**src/rtl/pbc_pkg.sv**
```systemverilog
package pbc_pkg;
   typedef enum logic [1:0] {
      OP_HOLD  = 2'd0,
      OP_INC   = 2'd1,
      OP_LOAD  = 2'd2,
      OP_CLEAR = 2'd3
   } pbc_op_e;
endpackage

```
**src/rtl/pbc_mode_sel.sv**
```systemverilog
module pbc_mode_sel
   import pbc_pkg::*;
#(
   parameter bit SYNC_CLEAR = 1'b1
) (
   input  logic    clr_n,
   input  logic    load_n,
   input  logic    en_p,
   input  logic    en_t,
   output pbc_op_e op
);
   logic clear_req;

   generate
      if (SYNC_CLEAR) begin : g_clr_sync
         assign clear_req = ~clr_n;
      end else begin : g_clr_async
         // Immediate clear acts on the flops directly, not via this selector.
         assign clear_req = 1'b0;
      end
   endgenerate

   // Priority: clear, then load, then count.
   always_comb begin
      if (clear_req)          op = OP_CLEAR;
      else if (!load_n)       op = OP_LOAD;
      else if (en_p && en_t)  op = OP_INC;
      else                    op = OP_HOLD;
   end
endmodule

```
**src/rtl/pbc_next_value.sv**
```systemverilog
module pbc_next_value
   import pbc_pkg::*;
#(
   parameter int WIDTH = 4
) (
   input  pbc_op_e          op,
   input  logic [WIDTH-1:0] cur,
   input  logic [WIDTH-1:0] din,
   output logic [WIDTH-1:0] nxt
);
   localparam logic [WIDTH-1:0] ONE = WIDTH'(1);

   logic [WIDTH-1:0] incr;
   assign incr = cur + ONE;   // wraps from all ones to zero

   always_comb begin
      unique case (op)
         OP_CLEAR: nxt = '0;
         OP_LOAD:  nxt = din;
         OP_INC:   nxt = incr;
         default:  nxt = cur;
      endcase
   end
endmodule

```
**src/rtl/pbc_state_reg.sv**
```systemverilog
module pbc_state_reg #(
   parameter int WIDTH        = 4,
   parameter bit ASYNC_CLEAR  = 1'b1
) (
   input  logic             clk,
   input  logic             clr_n,
   input  logic [WIDTH-1:0] nxt,
   output logic [WIDTH-1:0] q
);
   generate
      if (ASYNC_CLEAR) begin : g_async
         always_ff @(posedge clk or negedge clr_n) begin
            if (!clr_n) q <= '0;
            else        q <= nxt;
         end

         // while clear is held, the state reads zero at every edge
         a_r6_async_clear_zero: assert property (@(posedge clk)
            !clr_n |-> q == '0)
            else $error("R6: state not zero under immediate clear");
      end else begin : g_sync
         always_ff @(posedge clk) begin
            q <= nxt;
         end

         // clear sampled at an edge yields zero after that edge
         a_r7_sync_clear_zero: assert property (@(posedge clk)
            !clr_n |=> q == '0)
            else $error("R7: clocked clear did not zero the state");
      end
   endgenerate
endmodule

```
**src/rtl/pbc_terminal.sv**
```systemverilog
module pbc_terminal #(
   parameter int WIDTH = 4
) (
   input  logic [WIDTH-1:0] q,
   input  logic             en_t,
   output logic             carry
);
   logic all_ones;
   assign all_ones = &q;
   assign carry    = en_t & all_ones;
endmodule

```
**src/rtl/preset_bin_counter.sv**
```systemverilog
module preset_bin_counter
   import pbc_pkg::*;
#(
   parameter int WIDTH       = 4,
   parameter bit ASYNC_CLEAR = 1'b1
) (
   input  logic             clk,
   input  logic             clr_n,
   input  logic             load_n,
   input  logic             en_p,
   input  logic             en_t,
   input  logic [WIDTH-1:0] din,
   output logic [WIDTH-1:0] q,
   output logic             carry
);
   localparam bit               SYNC_CLEAR = !ASYNC_CLEAR;
   localparam logic [WIDTH-1:0] ONE        = WIDTH'(1);

   generate
      if (WIDTH < 1) begin : g_bad_width
         $error("preset_bin_counter: WIDTH must be at least 1");
      end
   endgenerate

   pbc_op_e          op;
   logic [WIDTH-1:0] nxt;

   pbc_mode_sel #(.SYNC_CLEAR(SYNC_CLEAR)) u_sel (
      .clr_n  (clr_n),
      .load_n (load_n),
      .en_p   (en_p),
      .en_t   (en_t),
      .op     (op)
   );

   pbc_next_value #(.WIDTH(WIDTH)) u_next (
      .op  (op),
      .cur (q),
      .din (din),
      .nxt (nxt)
   );

   pbc_state_reg #(.WIDTH(WIDTH), .ASYNC_CLEAR(ASYNC_CLEAR)) u_reg (
      .clk   (clk),
      .clr_n (clr_n),
      .nxt   (nxt),
      .q     (q)
   );

   pbc_terminal #(.WIDTH(WIDTH)) u_term (
      .q     (q),
      .en_t  (en_t),
      .carry (carry)
   );

   // preset takes effect at the next edge regardless of the enables
   a_r2_load_takes_din: assert property (@(posedge clk) disable iff (!clr_n)
      !load_n |=> q == $past(din))
      else $error("R2: load did not capture din");

   // both enables high -> increment by one
   a_r3_count_step: assert property (@(posedge clk) disable iff (!clr_n)
      (load_n && en_p && en_t) |=> q == WIDTH'($past(q) + ONE))
      else $error("R3: count step wrong");

   // either enable low -> state held
   a_r3_hold_when_disabled: assert property (@(posedge clk) disable iff (!clr_n)
      (load_n && !(en_p && en_t)) |=> $stable(q))
      else $error("R3: state moved while disabled");

   // all ones plus one gives zero
   a_r4_wrap_to_zero: assert property (@(posedge clk) disable iff (!clr_n)
      (load_n && en_p && en_t && (&q)) |=> q == '0)
      else $error("R4: no wrap to zero");

   // carry never high without en_t
   a_r5_carry_needs_t: assert property (@(posedge clk) disable iff (!clr_n)
      carry |-> (en_t && (&q)))
      else $error("R5: carry high outside terminal count");
endmodule

```
**config.mk**
```make
export PLATFORM = sky130hd
export DESIGN_NAME = preset_bin_counter
export DESIGN_NICKNAME = d
export VERILOG_FILES = /design/src/rtl/pbc_pkg.sv /design/src/rtl/pbc_mode_sel.sv /design/src/rtl/pbc_next_value.sv /design/src/rtl/pbc_state_reg.sv /design/src/rtl/pbc_terminal.sv /design/src/rtl/preset_bin_counter.sv
export SDC_FILE = /design/constraint.sdc
export NUM_CORES = 1
export LEC_CHECK = 0
export CORE_AREA = 2 2 39 41
export DETAILED_ROUTE_END_ITERATION = 8
export DIE_AREA = 0 0 41 43
export SYNTH_ARGS = -nofsm -noshare
export SYNTH_HDL_FRONTEND = slang
export SYNTH_SLANG_ARGS = --single-unit
```
**constraint.sdc**
```tcl
create_clock -name clk -period 3.1 [get_ports clk]
set_clock_uncertainty 0.15 [all_clocks]
set_input_delay 0.31 -clock clk [delete_from_list [all_inputs] [get_ports clk]]
set_output_delay 0.31 -clock clk [all_outputs]
set_load 0.01 [all_outputs]
```
==> impl_metrics.ini <==
[timing]
min_period_ns = 2.03
tightest_slew_ns = 0.253
setup_tns_ns = 0
finalCritPeriodShare_pct = 65.5
finalHoldViolCount = 0
slew_headroom_pct = 83.1
rsz0062_at_grt = false
setup_viol = 0
max_freq_mhz = 492
hold_ws_ns = 0.129
drv_slew = 0

[logic_synthesis]
yosys-top-cells-area = dfrtp_1 (46%), xor2_1 (8.0%), a21oi_1 (6.9%)
synth_nets = 33
yosysTopAreaCell = dfrtp_1
yosys.cell_types.count = 13
syn_area_per_cell_um2 = 9.47
synth_warnings = 0
syn_area_um2 = 218
ys_ff_latch = 4
synth_top_area_share_pct = 46.0
synthCells = 23
yosysSeqAreaShare_pct = 46.0

[power_and_ir_drop]
ir_drop_mv = 0.191
power_leakage_nw = 0.155
power.density_mw_per_mm2 = 453

[global_route]
grt_remaining_overflow = 0
track_usage_pct = 7.25
grt_pass1_vias = 194
grt_first_pass_wirelength_um = 759
antenna_found_initial = 0
grt_max_degree = 9

[finish]
largest_reg_flops = 4
area_growth_syn_to_layout_pct = 77.6
layout_common_cells = clkdlybuf4s50_1 (13), nor2_1 (4), dfrtp_1 (4)
final_cells = 54
n_antenna_cell = 0
top_register = u_reg.q
final_core_util_pct = 27.9
final_cell_area_um2 = 387
top_regs = u_reg.q: 4 flops
layout_commonest_cell = clkdlybuf4s50_1
nNetsFinal = 50
final_layout_size_suffix_gt1_share_pct = 13.2

[clock_network]
clock_path_buffers = 2
path_clk_slew_ns = 0.04
tritoncts = yes
clock-sinks = 4
clkLatencyLatePin_ns = 0.23
cts_root_buf = clkbuf_4
post_cts_resized = 0
holdBufCountCts = 0
h-tree-depth = 1
cts_buffers = 3
post_cts_buffers = 0

[place]
gp_congestion = 0.669
place_area_um2 = 364
port_buffers = 13
dp_cells = 51

[critical_path]
crit_arrival_ns = 1.57
crit_path_max_fanout = 3
start_kind = input pin
criticalPathCategory = input pin to output port
required_ns = 2.64
endpoint_kind = output port

[run_status]
outcome = complete, no violations

[min_path]
worst_hold_path_type = input pin to asynchronous set/reset pin

[floorplan]
die_w_um = 41
placement_rows = 14
ios = 14
core-area_mm2 = 0.00138
start_util_pct = 15.7
dieArea_mm2 = 0.00176
die_y_um = 43

[run]
maxCapViolCount = 0

[drt]
drc = 0
drt_iter0_drc = 1
wire_per_inst_um = 9.26
vias = 216
totalWireLength_um = 500
via_per_inst = 4.00
postRouteAntennaNets = 0
dr.pass1.iters = 2
==> critical path, stage by stage <==
cell and delay [ns]:
clkdlybuf4s50_1 0.51, and4_2 0.23, clkdlybuf4s50_1 0.53
==> cell usage after synthesis <==
library cell	number
and4_2	1
dfrtp_1	4
or3_1	1
nand2_2	1
clkbuf_1	1
a21oi_1	3
mux2i_1	1
xor2_1	2
nand3_1	2
ha_1	1
a31oi_1	1
nor2_1	4
o21ai_0	1
==> through the flow <==
| stage | worst slack, ns | total power [mW] |
|---|---|---|
| 6_report | 1.07 | 0.175 |
| 3_5_place_dp | 1.07 | 0.113 |
| 5_1_grt | 1.03 | 0.190 |
| 2_1_floorplan | 1.80 | 0.0840 |
| 3_3_place_gp | 1.08 | 0.112 |
| 4_1_cts | 1.06 | 0.181 |
==> per-layer routing <==
layer	share of wire [%]	global-route usage, %
met2	42	8.44
met1	43	7.47
met4	0	2.00
met3	14	9.95
met5	0	0
==> power breakdown <==
part	switching, mW	internal [mW]
clock	0.0203	0.0432
sequential	0.00631	0.0587
combinational	0.0175	0.0289
total	0.0442	0.131
==> cells by family after synthesis <==
group,after synthesis,synth area share (%)
AO/OA/AOI/OAI,5,12.1
XOR/XNOR,2,8.05
adder cells (fa/ha/maj),1,5.75
buffers and inverters,1,1.72
flip-flops,4,46.0
multiplexers,1,4.60
AND/OR/NAND/NOR,9,21.8
==> layout make-up <==
class,count,area [µm²]
fill,147,997
timing repair buffer,13,130
multi-input combinational,18,114
sequential,4,100
clock buffer,3,22.5
tap,16,20.0
==> path summary, 6_finish.rpt <==
path | cells past startpoint | end | from | slack [ns]
worst min-delay path | 1 | u_reg.q[3]$_DFFE_PN0P_ | clr_n | 0.13
worst max-delay path | 3 | carry | en_t | 1.07
max in group asynchronous | 1 | u_reg.q[0]$_DFFE_PN0P_ | clr_n | 2.50
worst min register to register | 2 | u_reg.q[3]$_DFFE_PN0P_ | u_reg.q[3]$_DFFE_PN0P_ | 0.44
min in group clk | 2 | u_reg.q[3]$_DFFE_PN0P_ | u_reg.q[3]$_DFFE_PN0P_ | 0.44
worst max register to register | 4 | u_reg.q[2]$_DFFE_PN0P_ | u_reg.q[0]$_DFFE_PN0P_ | 1.87
Power figures use the tool's default switching activity.
